**config.mk**
```make
export PLATFORM = sky130hd
export DESIGN_NAME = pswal_divider
export DESIGN_NICKNAME = d
export VERILOG_FILES = /design/src/rtl/pswal_pkg.sv /design/src/rtl/pswal_ratio_reg.sv /design/src/rtl/pswal_prescaler.sv /design/src/rtl/pswal_swallow_ctrl.sv /design/src/rtl/pswal_divider.sv
export SDC_FILE = /design/constraint.sdc
export NUM_CORES = 1
export LEC_CHECK = 0
export ABC_AREA = 1
export BUFFER_PORTS_ARGS = -buffer_cell sky130_fd_sc_hd__buf_2
export CAP_MARGIN = 20
export CORE_MARGIN = 3
export CORE_UTILIZATION = 58
export CTS_CLUSTER_DIAMETER = 150
export CTS_CLUSTER_SIZE = 14
export DETAILED_ROUTE_END_ITERATION = 8
export PLACE_DENSITY_LB_ADDON = 0.25
export SLEW_MARGIN = 20
export SYNTH_ARGS = -nofsm -noshare
export SYNTH_HDL_FRONTEND = slang
export SYNTH_SLANG_ARGS = --single-unit
```
**constraint.sdc**
```tcl
create_clock -name clk_in -period 2.3 [get_ports clk_in]
set_input_delay 0.23 -clock clk_in [delete_from_list [all_inputs] [get_ports clk_in]]
set_output_delay 0.23 -clock clk_in [all_outputs]
set_load 0.02 [all_outputs]
```
**src/rtl/pswal_pkg.sv**
```systemverilog
package pswal_pkg;
  localparam int PRESCALE_N   = 16;
  localparam int MAIN_BITS    = 13;
  localparam int SWALLOW_BITS = 4;
  localparam int MIN_RATIO    = PRESCALE_N * (PRESCALE_N - 1);
endpackage

```
**src/rtl/pswal_ratio_reg.sv**
```systemverilog
module pswal_ratio_reg #(
  parameter int WORD_W = 17
) (
  input  logic              clk,
  input  logic              rst,
  input  logic              load,
  input  logic [WORD_W-1:0] word_in,
  input  logic              cycle_end,
  output logic              run,
  output logic [WORD_W-1:0] act_word
);
  logic [WORD_W-1:0] pend_word;
  logic              pend_vld;
  logic              take;

  // A pending word is adopted when idle or on the final clock of a period
  assign take = pend_vld && (!run || cycle_end);

  always_ff @(posedge clk) begin
    if (rst) begin
      pend_word <= '0;
      pend_vld  <= 1'b0;
      act_word  <= '0;
      run       <= 1'b0;
    end else begin
      if (take) begin
        act_word <= pend_word;
        run      <= 1'b1;
      end
      if (load) begin
        pend_word <= word_in;
        pend_vld  <= 1'b1;
      end else if (take) begin
        pend_vld  <= 1'b0;
      end
    end
  end
endmodule

```
**src/rtl/pswal_prescaler.sv**
```systemverilog
module pswal_prescaler #(
  parameter int PRE_N = 16,
  parameter int PC_W  = $clog2(PRE_N + 2)
) (
  input  logic clk,
  input  logic rst,
  input  logic clr,
  input  logic mod_hi,
  output logic pc_end
);
  logic [PC_W-1:0] pc;

  // Modulus PRE_N+1 when mod_hi, otherwise PRE_N
  assign pc_end = (pc == (mod_hi ? PC_W'(PRE_N) : PC_W'(PRE_N - 1)));

  always_ff @(posedge clk) begin
    if (rst || clr || pc_end) pc <= '0;
    else                      pc <= pc + 1'b1;
  end
endmodule

```
**src/rtl/pswal_swallow_ctrl.sv**
```systemverilog
module pswal_swallow_ctrl #(
  parameter int MAIN_W = 13,
  parameter int SWAL_W = 4
) (
  input  logic              clk,
  input  logic              rst,
  input  logic              run,
  input  logic              pc_end,
  input  logic [MAIN_W-1:0] main_ratio,
  input  logic [SWAL_W-1:0] swal_ratio,
  output logic              mod_hi,
  output logic              cycle_end
);
  logic [MAIN_W-1:0] mc;
  logic [SWAL_W-1:0] sc;

  assign mod_hi    = (sc < swal_ratio);
  assign cycle_end = run && pc_end && (mc == main_ratio - 1'b1);

  always_ff @(posedge clk) begin
    if (rst || !run || cycle_end) begin
      mc <= '0;
      sc <= '0;
    end else if (pc_end) begin
      mc <= mc + 1'b1;
      if (mod_hi) sc <= sc + 1'b1;
    end
  end
endmodule

```
**src/rtl/pswal_divider.sv**
```systemverilog
module pswal_divider #(
  parameter int MAIN_W = pswal_pkg::MAIN_BITS,
  parameter int SWAL_W = pswal_pkg::SWALLOW_BITS,
  parameter int PRE_N  = pswal_pkg::PRESCALE_N
) (
  input  logic                     clk_in,
  input  logic                     rst,
  input  logic                     div_load,
  input  logic [MAIN_W+SWAL_W-1:0] div_word,
  output logic                     div_pulse,
  output logic                     div_half
);
  localparam int WORD_W = MAIN_W + SWAL_W;
  localparam int PC_W   = $clog2(PRE_N + 2);

  logic              run;
  logic [WORD_W-1:0] act_word;
  logic              pc_end;
  logic              mod_hi;
  logic              cycle_end;
  logic              pre_clr;

  pswal_ratio_reg #(.WORD_W(WORD_W)) u_ratio (
    .clk(clk_in), .rst(rst), .load(div_load), .word_in(div_word),
    .cycle_end(cycle_end), .run(run), .act_word(act_word)
  );

  assign pre_clr = !run || cycle_end;

  pswal_prescaler #(.PRE_N(PRE_N), .PC_W(PC_W)) u_pre (
    .clk(clk_in), .rst(rst), .clr(pre_clr), .mod_hi(mod_hi), .pc_end(pc_end)
  );

  pswal_swallow_ctrl #(.MAIN_W(MAIN_W), .SWAL_W(SWAL_W)) u_ctrl (
    .clk(clk_in), .rst(rst), .run(run), .pc_end(pc_end),
    .main_ratio(act_word[WORD_W-1:SWAL_W]), .swal_ratio(act_word[SWAL_W-1:0]),
    .mod_hi(mod_hi), .cycle_end(cycle_end)
  );

  always_ff @(posedge clk_in) begin
    if (rst) begin
      div_pulse <= 1'b0;
      div_half  <= 1'b0;
    end else begin
      div_pulse <= cycle_end;
      div_half  <= div_half ^ cycle_end;
    end
  end
endmodule

```
# After elaboration in Yosys (flattened, before gate mapping)
# Cells that the tools add are included.
[totals] reg_bits=60 input_bits=20 output_inout_bits=2
[op_classes] n_addsub=4 order_cmp=1 n_eq_ne=2 muxes=3 bitwise=1 reduce_logical=11
[op_table] cell="$add A13 B1 Y13 const B" count=1
[op_table] cell="$eq A13 B13 Y1" count=1
[op_table] cell="$sub A13 B1 Y13 const B" count=1
[op_table] cell="$add A5 B1 Y5 const B" count=1
[op_table] cell="$eq A5 B5 Y1" count=1
[op_table] cell="$logic_or A1 B1 Y1" count=5
[op_table] cell="$mux W5" count=1
[op_table] cell="$add A4 B1 Y4 const B" count=1
[op_table] cell="$lt A4 B4 Y1" count=1
[op_table] cell="$logic_and A1 B1 Y1" count=3
[op_table] cell="$mux W1" count=2
[op_table] cell="$reduce_and A2 Y1" count=1
[op_table] cell="$reduce_bool A2 Y1" count=1
[op_table] cell="$logic_not A1 Y1" count=1
[op_table] cell="$xor A1 B1 Y1" count=1

# Logic depth before layout (Yosys ltp)
[logic_depth] ltp_word=9 depth_mapped=15

# By module
# A second synthesis with hierarchy kept.
[hier_totals] cells_unflattened=450 hier_area_um2=3144.3
[modules_own_cells] mod="pswal_swallow_ctrl" instances=1 cells_each=229 area_each_um2=1446.4 seq_area_each_um2=340.3
[modules_own_cells] mod="pswal_ratio_reg" instances=1 cells_each=176 area_each_um2=1377.6 seq_area_each_um2=720.7
[modules_own_cells] mod="pswal_prescaler" instances=1 cells_each=35 area_each_um2=249.0 seq_area_each_um2=100.1
[modules_own_cells] mod="pswal_divider" instances=1 cells_each=10 area_each_um2=71.3 seq_area_each_um2=40.0

# Worst setup path after synthesis
# Ideal clock, no wire load.
[synth_path] kind="reg-to-reg" startpoint="register u_ratio.act_word[4]" endpoint="register u_ratio.act_word[4]" setup_time_ns=0.115 arrival_time_ns=1.761 setup_slack_ns=0.424 stages_incl_launch_ff=16 n_path_buf=1 period_less_slack_ns=1.876 cell_sequence="dfxtp_1 inv_1 ha_1 nand2_4 nand2_1 nand3_1 nand2_1 nor2_1 nand3_1 nor2_2 nand3_4 nand2_8 buf_6 nand3_1 nand2_1 nor2_1"
[synth_between] elab_chain_cells=5
[synth_lines] item="start: declaration" line_no="pswal_ratio_reg.sv:10" rtl="output logic [WORD_W-1:0] act_word"
[synth_lines] item="start signal: assignment" line_no="pswal_ratio_reg.sv:27" rtl="act_word <= pend_word;"
[synth_lines] item="$sub A13 B1 Y13" line_no="pswal_swallow_ctrl.sv:18" rtl="assign cycle_end = run && pc_end && (mc == main_ratio - 1'b1);"
[synth_lines] item="$eq A13 B13 Y1" line_no="pswal_swallow_ctrl.sv:18"
[synth_lines] item="$logic_and A1 B1 Y1" line_no="pswal_swallow_ctrl.sv:18"
[synth_lines] item="$logic_or A1 B1 Y1" line_no="pswal_ratio_reg.sv:17" rtl="assign take = pend_vld && (!run || cycle_end);"
[synth_lines] item="$logic_and A1 B1 Y1" line_no="pswal_ratio_reg.sv:17"
# Every way passes these cells.
# A chain may end at the register's enable or synchronous reset.

# Worst setup path after layout
[layout_path] startpoint="register u_ratio.act_word[3]" endpoint="register u_ratio.pend_vld"
[layout_between] elab_chain_cells=8
[layout_lines] item="$lt A4 B4 Y1" line_no="pswal_swallow_ctrl.sv:17" rtl="assign mod_hi = (sc < swal_ratio);"
[layout_lines] item="$mux W5" line_no="pswal_prescaler.sv:14" rtl="assign pc_end = (pc == (mod_hi ? PC_W'(PRE_N) : PC_W'(PRE_N - 1)));"
[layout_lines] item="$eq A5 B5 Y1" line_no="pswal_prescaler.sv:14"
[layout_lines] item="$logic_and A1 B1 Y1 (2 in series)" line_no="pswal_swallow_ctrl.sv:18"
[layout_lines] item="$logic_or A1 B1 Y1" line_no="pswal_ratio_reg.sv:17"
[layout_lines] item="$logic_and A1 B1 Y1" line_no="pswal_ratio_reg.sv:17"
[layout_lines] item="$reduce_bool A2 Y1 (no source line)"
[layout_lines] item="end signal: assignment" line_no="pswal_ratio_reg.sv:22" rtl="pend_vld <= 1'b0;"
[layout_lines] item="end signal: assignment" line_no="pswal_ratio_reg.sv:32" rtl="pend_vld <= 1'b1;"
[layout_lines] item="end signal: assignment" line_no="pswal_ratio_reg.sv:34" rtl="pend_vld <= 1'b0;"
[layout_lines] item="end: declaration" line_no="pswal_ratio_reg.sv:13" rtl="logic pend_vld;"
# Every way passes these cells.

==> impl_metrics.toml <==
[status]
run_status = "finished, final reports clean"

[floorplanning]
die_w_um = 79.9
core_area_um2 = 5200
die_height_um = 79.9
die-area_um2 = 6390
start_util = 0.609
io_pins = 22
num_rows = 26

[placed_design]
dp_cells = 534
dp_hpwl_um = 4570
io_buffers = 21
globalplace.congestion = 0.925

[setup_path]
crit_fanout = 18
reg2reg_from = "u_ratio.act_word[3]$_SDFFE_PP0P_"
cp.arrival_ns = 2.37
r2r-end = "u_ratio.pend_vld$_SDFFE_PP0P_"
r2r_setup_slack_ns = 0.12
critical_path_class = "flip-flop to flip-flop"
worst-r2r-cell-count = 10
startpoint_type = "flip-flop"
required_ns = 2.49
critPathCaptureType = "flip-flop"

[global_routing]
global_route.usage.met2 = 0.373
met3_usage = 0.0677
grt_pass1_vias = 2688
gr-usage-met1 = 0.277
grt_max_degree = 37
grt_first_pass_wirelength_um = 11500
grt_busiest_layer = "met2"
antenna_found_initial = 0
grt_remaining_overflow = 0
grt_use_total = 0.225

[route]
via_count = 2855
antenna_left = 0
wl_per_cell_um = 11.9
vias_per_cell = 5.14
drc = 0
drt_iter0_drc = 195
wirelength_um = 6630
detail_route.first_pass.iterations = 5

[clock_network]
cts_buffer_depth = 2
clockRootBuffer = "clkbuf_8"
ctsHoldBuffers = 0
numCtsBuffers = 9
clk_pin_slew_worst_paths_ns = 0.07
clock-sinks = 60
ctsHtreeMaxLevel = 3
cts_tree = "done"
insertion_delay_ns = 0.34

[yosys]
synth_compound_area_frac = 0.125
synth_xor_xnor_area_share = 0.0414
synthCells = 453
yosys_warnings = 0
synth_edf_count = 0
synth_seq_area_share = 0.379
yosysUniqueCellTypes = 36
async_flop_share = 0
synth_area_um2 = 3170
synth_simple_gate_area_frac = 0.324
synth.mux.area_fraction = 0
syn-num-nets = 480
synth_top_family_by_area = "simple AND/OR/NAND/NOR gates"
syn_avg_cell_area_um2 = 7.00
synth_adder_area_share = 0.0276
ys_ff_latch = 60
synth-main-ff-cell = "dfxtp_1"

[power]
power_leakage_nw = 1.48
p_per_area_nw_per_um2 = 708
peakVddDrop_v = 0.000555
finalPower_mw = 2.54

[job]
drv_cap = 0

[cells_and_area]
fillers = 443
fin_cells = 555
num-nets-final = 507
drive_gt1_frac = 0.142
antenna_cells = 0
multiInputGateArea_um2 = 1720
seq_area_um2 = 1200
areaGrowthSynthToFinish_pct = 13.3

[sta]
fin_worst_skew_ns = 0.00683
max_freq_mhz = 459
tightest_slew_ns = 0.803
period_minus_slack_ns = 2.18
setup_violations = 0
rsz0062_at_grt = "true"
maxSlewViolCount = 0
fin_setup_tns_ns = 0
min_period_over_period = 0.948
hold_viol = 0
relSlewSlack = 0.464

[hold_path]
min_from = "rst"
min_to = "u_ratio.run$_SDFFE_PP0P_"
hold_path.class = "input port to flip-flop"
whs_path_depth = 2
cell type report:
cell class	count	area share
well taps	70	0.0244
repair buffers	28	0.0439
clock inverters	5	0.0164
flip-flops and latches	60	0.334
clock buffers	11	0.0421
multi-input cells	322	0.477
inverters	59	0.0616
what timing repair did:
| item | 4_1_cts | 5_1_grt |
|---|---|---|
| setup buffers | 0 | 2 |
| resized for setup | 0 | 6 |
| endpoints found under the hold margin | 0 | 0 |
| endpoints found under the setup margin | 0 | 35 |
synth_stat cells (2+ instances only):
library cell  number  share of area
a21oi_1           46          0.073
a21oi_2            4          0.011
buf_2              4         0.0063
buf_6              2         0.0071
clkbuf_1           7         0.0083
dfxtp_1           60           0.38
ha_1               7          0.028
inv_1             58          0.069
nand2_1           95           0.11
nand2_2            2         0.0039
nand3_1           40          0.063
nand3b_1           2         0.0047
nand4_1            7          0.014
nor2_1            47          0.056
nor2_2             4         0.0079
nor2_4             3          0.011
nor3_1             7          0.011
nor3b_1            2         0.0047
nor4_1             3         0.0059
o21ai_0           20          0.032
o21ai_1            2         0.0032
or2_1              2         0.0039
or2_2              3         0.0059
xnor2_1            5          0.014
xor2_1            10          0.028
kinds of logic after synthesis:
kind of cell / after synthesis
AO/OA/AOI/OAI: 75
XOR/XNOR: 15
adder cells (fa/ha/maj): 7
buffers and inverters: 74
flip-flops: 60
AND/OR/NAND/NOR: 222
critical path: stages, from the launching register on:
cell and delay (ns):
dfxtp_1 0.35, inv_1 0.05, ha_1 0.32, a21oi_2 0.20
nand2_1 0.09, nand2_1 0.07, nand2_2 0.16, nor2_4 0.18
nand3_4 0.22, nand3_4 0.26, o22ai_1 0.11
registers in the layout, summed over array words and instances, names as in the netlist:
| register | cells |
|---|---|
| div_half | 1 |
| div_pulse | 1 |
| u_ctrl.mc | 13 |
| u_ctrl.sc | 4 |
| u_pre.pc | 5 |
| u_ratio.act_word | 17 |
| u_ratio.pend_vld | 1 |
| u_ratio.pend_word | 17 |
| u_ratio.run | 1 |
metrics by stage:
stage / setup slack (ns) / util / hold WS, ns / area, um2
CTS: 0.0865 / 0.674 / 0.115 / 3510
detailed placement: 0.121 / 0.633 / 0.444 / 3300
global route: -0.0664 / 0.690 / 0.127 / 3590
global placement: 0.181 / 0.633 / 0.440 / 3300
floorplan: 0.424 / - / 0.302 / 3170
finish: 0.121 / 0.690 / 0.130 / 3590
power breakdown:
| part | switching, mW | total, mW | internal (mW) |
|---|---|---|---|
| Clock | 0.415 | 0.976 | 0.560 |
| Combinational | 0.287 | 0.446 | 0.159 |
| Sequential | 0.0327 | 1.12 | 1.09 |
worst max-delay path by stage:
| stage | startpoint | to | slack, ns | cells after the start |
|---|---|---|---|---|
| global placement | u_ratio.act_word[3]$_SDFFE_PP0P_ | u_ctrl.sc[0]$_SDFFE_PP0P_ | 0.18 | 9 |
| floorplan | u_ratio.act_word[4]$_SDFFE_PP0P_ | u_ratio.act_word[4]$_SDFFE_PP0P_ | 0.42 | 15 |
| global route | u_ratio.act_word[3]$_SDFFE_PP0P_ | u_ratio.pend_vld$_SDFFE_PP0P_ | -0.07 | 10 |
| finish | u_ratio.act_word[3]$_SDFFE_PP0P_ | u_ratio.pend_vld$_SDFFE_PP0P_ | 0.12 | 10 |
| CTS | u_ratio.act_word[3]$_SDFFE_PP0P_ | u_ratio.pend_vld$_SDFFE_PP0P_ | 0.09 | 10 |
| detailed placement | u_ratio.act_word[3]$_SDFFE_PP0P_ | u_ratio.pend_vld$_SDFFE_PP0P_ | 0.12 | 10 |
cell usage in the layout (no fill, tap or decap), types with 3 or more instances in the layout:
cell / count
nor4_1: 3
a21oi_1: 45
o21ai_0: 20
nand3_1: 40
xnor2_1: 5
or2_2: 3
xor2_1: 10
nand2_1: 95
ha_1: 6
buf_4: 7
nor2_4: 4
inv_1: 58
buf_2: 21
dfxtp_1: 60
nor2_1: 47
nand4_1: 7
nand2_4: 3
clkbuf_8: 11
nor2_2: 3
nor3_1: 7
a21oi_2: 5
metal layers:
metal	wire, um	up-vias
met4	146	0
met3	348	16
met5	0	-
met2	3070	75
met1	3070	1245
li1	-	1519
(Power assumes the default switching activity.)
